$ cat config.mk
export PLATFORM = sky130hd
export DESIGN_NAME = indirect_window
export DESIGN_NICKNAME = d
export VERILOG_FILES = /design/src/rtl/ind_pkg.sv /design/src/rtl/ind_host_decode.sv /design/src/rtl/ind_pointer.sv /design/src/rtl/ind_region_decode.sv /design/src/rtl/ind_size_bank.sv /design/src/rtl/indirect_window.sv
export SDC_FILE = /design/constraint.sdc
export NUM_CORES = 2
export LEC_CHECK = 0
export ABC_AREA = 1
export BUFFER_PORTS_ARGS = -buffer_cell sky130_fd_sc_hd__buf_2
export CORE_AREA = 2 2 406 408
export CTS_BUF_LIST = sky130_fd_sc_hd__clkbuf_2
export DETAILED_ROUTE_END_ITERATION = 6
export DIE_AREA = 0 0 408 410
export GPL_TIMING_DRIVEN = 0
export PLACE_DENSITY = 0.78
export SLEW_MARGIN = 20
export SYNTH_ARGS = -nofsm -noshare
export SYNTH_HDL_FRONTEND = slang
export SYNTH_SLANG_ARGS = --single-unit
$ cat constraint.sdc
create_clock -name clk -period 4.6 [get_ports clk]
set_input_delay 0.23 -clock clk [delete_from_list [all_inputs] [get_ports clk]]
set_output_delay 0.23 -clock clk [all_outputs]
set_load 0.02 [all_outputs]
$ cat src/rtl/ind_pkg.sv
package ind_pkg;
  typedef enum logic [1:0] {
    ACC_NONE  = 2'd0,
    ACC_PTR   = 2'd1,
    ACC_WIN   = 2'd2,
    ACC_OTHER = 2'd3
  } acc_kind_e;

  localparam int QUAD_BYTES = 4;
endpackage

$ cat src/rtl/ind_host_decode.sv
module ind_host_decode #(
  parameter int                  HADDR_W = 9,
  parameter logic [HADDR_W-1:0]  PTR_OFS = 9'h1F8,
  parameter logic [HADDR_W-1:0]  WIN_OFS = 9'h1FC
) (
  input  logic                 req,
  input  logic [HADDR_W-1:0]   addr,
  output ind_pkg::acc_kind_e   kind
);
  always_comb begin
    if (!req)                 kind = ind_pkg::ACC_NONE;
    else if (addr == PTR_OFS) kind = ind_pkg::ACC_PTR;
    else if (addr == WIN_OFS) kind = ind_pkg::ACC_WIN;
    else                      kind = ind_pkg::ACC_OTHER;
  end
endmodule

$ cat src/rtl/ind_pointer.sv
module ind_pointer #(
  parameter int PTR_W  = 16,
  parameter int DATA_W = 32
) (
  input  logic              clk,
  input  logic              rst_n,
  input  logic              load,
  input  logic [DATA_W-1:0] load_val,
  input  logic              step,
  output logic [PTR_W-1:0]  ptr
);
  localparam int AL = $clog2(ind_pkg::QUAD_BYTES);
  localparam logic [PTR_W-1:0] STEP = PTR_W'(ind_pkg::QUAD_BYTES);

  always_ff @(posedge clk) begin
    if (!rst_n)    ptr <= '0;
    else if (load) ptr <= {load_val[PTR_W-1:AL], {AL{1'b0}}};
    else if (step) ptr <= ptr + STEP;
  end
endmodule

$ cat src/rtl/ind_region_decode.sv
module ind_region_decode #(
  parameter int               PTR_W = 16,
  parameter logic [PTR_W-1:0] BASE  = 16'h0100,
  parameter int               COUNT = 64,
  localparam int              IW    = (COUNT > 1) ? $clog2(COUNT) : 1
) (
  input  logic [PTR_W-1:0] ptr,
  output logic             hit,
  output logic [IW-1:0]    idx
);
  localparam int AL = $clog2(ind_pkg::QUAD_BYTES);
  localparam logic [PTR_W:0] LIMIT = {1'b0, BASE} + (PTR_W+1)'(COUNT * ind_pkg::QUAD_BYTES);

  logic [PTR_W-1:0] rel;

  always_comb begin
    rel = ptr - BASE;
    hit = (ptr >= BASE) && ({1'b0, ptr} < LIMIT);
    idx = rel[AL +: IW];
  end
endmodule

$ cat src/rtl/ind_size_bank.sv
module ind_size_bank #(
  parameter int  DATA_W = 32,
  parameter int  COUNT  = 64,
  localparam int IW     = (COUNT > 1) ? $clog2(COUNT) : 1
) (
  input  logic              clk,
  input  logic              rst_n,
  input  logic              we,
  input  logic [IW-1:0]     idx,
  input  logic [DATA_W-1:0] wdata,
  output logic [DATA_W-1:0] rdata
);
  logic [DATA_W-1:0] regs [COUNT];

  for (genvar g = 0; g < COUNT; g++) begin : g_entry
    always_ff @(posedge clk) begin
      if (!rst_n)                           regs[g] <= '0;
      else if (we && (idx == IW'(g)))       regs[g] <= wdata;
    end
  end

  always_comb begin
    rdata = '0;
    for (int k = 0; k < COUNT; k++)
      if (idx == IW'(k)) rdata = regs[k];
  end
endmodule

$ cat src/rtl/indirect_window.sv
module indirect_window #(
  parameter int                 HADDR_W    = 9,
  parameter int                 DATA_W     = 32,
  parameter int                 PTR_W      = 16,
  parameter logic [HADDR_W-1:0] PTR_OFS    = 9'h1F8,
  parameter logic [HADDR_W-1:0] WIN_OFS    = 9'h1FC,
  parameter logic [PTR_W-1:0]   SIZE_BASE  = 16'h0100,
  parameter int                 SIZE_COUNT = 64
) (
  input  logic               clk,
  input  logic               rst_n,
  input  logic               host_req,
  input  logic               host_we,
  input  logic [HADDR_W-1:0] host_addr,
  input  logic [DATA_W-1:0]  host_wdata,
  output logic [DATA_W-1:0]  host_rdata,
  output logic               host_rvalid
);
  localparam int IW = (SIZE_COUNT > 1) ? $clog2(SIZE_COUNT) : 1;

  ind_pkg::acc_kind_e kind;
  logic [PTR_W-1:0]  ptr_q;
  logic              ptr_ld;
  logic              win_acc;
  logic              size_hit;
  logic [IW-1:0]     size_idx;
  logic [DATA_W-1:0] bank_rd;
  logic [DATA_W-1:0] rd_next;
  logic              rd_acc;

  ind_host_decode #(.HADDR_W(HADDR_W), .PTR_OFS(PTR_OFS), .WIN_OFS(WIN_OFS)) u_dec (
    .req(host_req), .addr(host_addr), .kind(kind)
  );

  assign ptr_ld  = (kind == ind_pkg::ACC_PTR) && host_we;
  assign win_acc = (kind == ind_pkg::ACC_WIN);
  assign rd_acc  = host_req && !host_we;

  ind_pointer #(.PTR_W(PTR_W), .DATA_W(DATA_W)) u_ptr (
    .clk(clk), .rst_n(rst_n), .load(ptr_ld), .load_val(host_wdata),
    .step(win_acc), .ptr(ptr_q)
  );

  ind_region_decode #(.PTR_W(PTR_W), .BASE(SIZE_BASE), .COUNT(SIZE_COUNT)) u_reg (
    .ptr(ptr_q), .hit(size_hit), .idx(size_idx)
  );

  ind_size_bank #(.DATA_W(DATA_W), .COUNT(SIZE_COUNT)) u_bank (
    .clk(clk), .rst_n(rst_n), .we(win_acc && host_we && size_hit),
    .idx(size_idx), .wdata(host_wdata), .rdata(bank_rd)
  );

  always_comb begin
    unique case (kind)
      ind_pkg::ACC_PTR: rd_next = {{(DATA_W-PTR_W){1'b0}}, ptr_q};
      ind_pkg::ACC_WIN: rd_next = size_hit ? bank_rd : '0;
      default:          rd_next = '0;
    endcase
  end

  always_ff @(posedge clk) begin
    if (!rst_n) begin
      host_rdata  <= '0;
      host_rvalid <= 1'b0;
    end else begin
      host_rvalid <= rd_acc;
      if (rd_acc) host_rdata <= rd_next;
    end
  end
endmodule

==> flow_metrics.py <==
metrics = {
    "floorplan": {
        "start_util_pct": 58.60,
        "fp.dieH_microns": 410,
        "ios": 78,
        "dieArea_sq_um": 167300,
        "core_area_sq_um": 163500,
        "fp-row-count": 149,
        "fp.dieW_microns": 408,
    },
    "synth": {
        "synth_edf_count": 2048,
        "synth_warnings": 0,
        "synthFlopType": "edfxtp_1",
        "syn_area_per_cell_sq_um": 9.566,
        "postSynthCellCount": 10016,
        "ys_seq_area_share_pct": 65.17,
        "synth_seq_cells": 2095,
        "yosysUniqueCellTypes": 48,
        "synth_fp_nets": 10065,
        "synth_async_sr_flop_share_pct": 0,
        "netlist_area_sq_um": 95810,
    },
    "global_routing": {
        "antenna_found_initial": 28,
        "grt_use_total_pct": 37.37,
        "grt_pass1_wl_mm": 464.8,
        "grt_start_max_net_pins": 33,
        "grt_pass1_vias": 77404,
        "grt-ovfl-total": 0,
    },
    "drt": {
        "avgViaCountPerCell": 6.001,
        "drc": 6,
        "dr.pass1.iters": 7,
        "final_antenna_net_count": 0,
        "num_vias": 80773,
        "wirelength_mm": 320.7,
        "wl_per_cell_microns": 23.82,
        "drt_iter0_drc": 12848,
    },
    "sta": {
        "hold_viol": 0,
        "tns_ns": -74.21,
        "slew_violations": 0,
        "tightestPinTransition_ns": 1.396,
        "setup_viol": 71,
        "finClkSkew_ns": 0.1825,
        "layout_setup_ws_ns": -2.551,
        "fin_crit_ns": 7.151,
        "fmax_mhz": 139.8,
        "fin_crit_sh_pct": 155.5,
        "rsz0062_at_grt": "yes",
        "timing.slew.headroom_pct": 6.906,
    },
    "setup_path": {
        "crit_slowest_cell": "dfxtp_4",
        "worstPathArrival_ns": 8.99,
        "critical_path_required_ns": 6.44,
        "endpoint_kind": "register",
        "cp_max_fo": 5,
        "worstSetupPathType": "register to register",
        "crit_top_cell": "nand2_1",
        "max_stage_delay_ns": 0.43,
        "r2r_start": "u_ptr.ptr[3]",
        "reg2regPathDepth": 74,
        "startpoint": "u_ptr.ptr[3]",
        "startpoint_type": "register",
    },
    "power": {
        "pwr-share-seq_pct": 59.9,
        "p_int_uw": 26660,
        "p_sw_share_pct": 26.19,
        "p_leak_uw": 0.04645,
        "combPwrFrac_pct": 5.5,
        "p_sw_uw": 9456,
        "clockPowerShare_pct": 34.6,
        "power.density_nw_per_um2": 324.7,
        "vdd_drop_max_mv": 0.2836,
    },
    "placed_design": {
        "io_buffers": 76,
        "dp_hpwl_mm": 217.3,
        "pre_cts_slack_ns": -3.082,
        "gp_congestion": 1.044,
    },
    "final_layout": {
        "layout_commonest_cell": "nor2_1",
        "drive_gt1_share_pct": 21.56,
        "utilization_pct": 68.02,
        "final_cell_mix": "nor2_1 (2507), nand2_1 (2074), edfxtp_1 (2048)",
        "fin_nets": 10947,
        "syn_to_final_growth_pct": 16.07,
    },
    "clocking": {
        "cts_htree_levels": 6,
        "path_clk_slew_ns": 0.11,
        "clock_path_buffers": 4,
        "cts.sinks": 2095,
        "insertion_delay_ns": 1.95,
        "cts_made_buffers": 541,
        "cts_tree": "done",
        "clockRootBuffer": "clkbuf_2",
    },
    "run": {
        "cap_violations": 0,
    },
    "worst_hold_path": {
        "min_path_cells": 7,
        "hp-start": "host_we",
        "hold_class": "primary input to register",
    },
    "outcome": {
        "run_status": "finished, violations left",
        "violations": "design-rule violations, negative setup slack",
    },
}
## logic make-up (layout without fill, tap and decap cells)
kind of cell | after synthesis | count (layout) | synth area share, %
AOI/OAI and AO/OA | 699 | 699 | 3.996
DFF | 2095 | 2095 | 65.17
other | 0 | 42 | 0
adders and majority gates | 4 | 4 | 0.05224
muxes | 2 | 2 | 0.02090
xor gates and xnor gates | 8 | 8 | 0.07313
buffers and inverters | 1201 | 2415 | 5.180
and+or+nand+nor | 6007 | 6007 | 25.51
## power groups by stage
stage               logic (uW)  clock network, uW  registers (uW)
global route              2020              13200           21700
detailed placement        1730                  0           22100
floorplan                  767                  0           22100
CTS                       1850              12300           21600
finish                    1980              12500           21600
global placement          1490                  0           22100
## path summary, 6_finish.rpt
check                        end  slack, ns
min          u_bank.regs[0][257]       0.03
max               host_rdata[13]      -2.55
max reg2reg       host_rdata[13]      -2.55
min reg2reg       host_rdata[23]       0.48
## through the flow
step | hold slack [ns] | cells | total power (uW) | area [sq um]
2_1_floorplan | 0.4129 | 10016 | 22830 | 95930
3_3_place_gp | 0.4546 | 12281 | 23610 | 99050
3_5_place_dp | 0.4554 | 12344 | 23780 | 101400
4_1_cts | 0.003429 | 13398 | 35740 | 109600
5_1_grt | 0.1381 | 13431 | 36900 | 111100
6_report | 0.02762 | 13461 | 36110 | 111200
## synthesized netlist by cell type (6+ instances only)
cell type	n	area, sq um
dfxtp_1	47	940.9
o21ai_0	213	1066
o21bai_1	7	52.55
nand4_1	62	387.9
nor2_4	6	67.56
o211ai_1	84	630.6
buf_2	169	845.8
buf_1	12	45.04
inv_1	369	1385
edfxtp_1	2048	61500
clkbuf_1	536	2012
a31oi_1	7	43.79
o21ai_1	71	355.3
clkinv_1	15	56.30
nand3b_1	15	112.6
buf_4	54	405.4
nand2_1	2414	9061
a21oi_1	290	1451
nor2_1	2518	9452
a211oi_1	7	52.55
inv_2	39	146.4
or2_2	278	1739
nand3_1	691	3458
## layer usage
| metal | wire length, microns | share of wire (%) | GRT usage (%) | up-vias |
|---|---|---|---|---|
| met3 | 46240 | 14 | 12.42 | 1305 |
| met2 | 144900 | 45 | 56.90 | 6350 |
| li1 | - | - | - | 35062 |
| met4 | 21560 | 6.7 | 24.03 | 14 |
| met5 | 166 | 0.052 | 0 | - |
| met1 | 107800 | 34 | 45.91 | 38042 |
## timing repair
item	CTS	global route
setup endpoints to repair	32	1908
hold buffers	129	0
buffers inserted	51	26
pin swaps	275	351
cloned	1	0
resized for setup	524	365
endpoints found under the hold margin	2170	0
## registers in the layout, indices dropped and copies added, names as in the netlist
signal and count:
u_bank.regs 2048, host_rdata 32, u_ptr.ptr 14, host_rvalid 1
## worst max-delay path, delay by kind of cell (launching register included)
family / cells / cell delay, ns
AND/OR/NAND/NOR: 63 / 5.27
buffers and inverters: 6 / 0.70
AO/OA/AOI/OAI: 4 / 0.45
adder cells (fa/ha/maj): 1 / 0.20
flip-flops: 1 / 0.43
## layout make-up
| class | instances | area (sq um) |
|---|---|---|
| plain buffers | 776 | 3591 |
| clock buffers | 782 | 3914 |
| inverters | 424 | 1639 |
| clock inverters | 93 | 495.5 |
| flip-flops and latches | 2095 | 62460 |
| fillers | 12005 | 52290 |
| diodes | 42 | 105.1 |
| repair buffers | 340 | 3985 |
| multi-input cells | 6720 | 32270 |
| well taps | 2189 | 2739 |
Power figures use the tool's default switching activity.
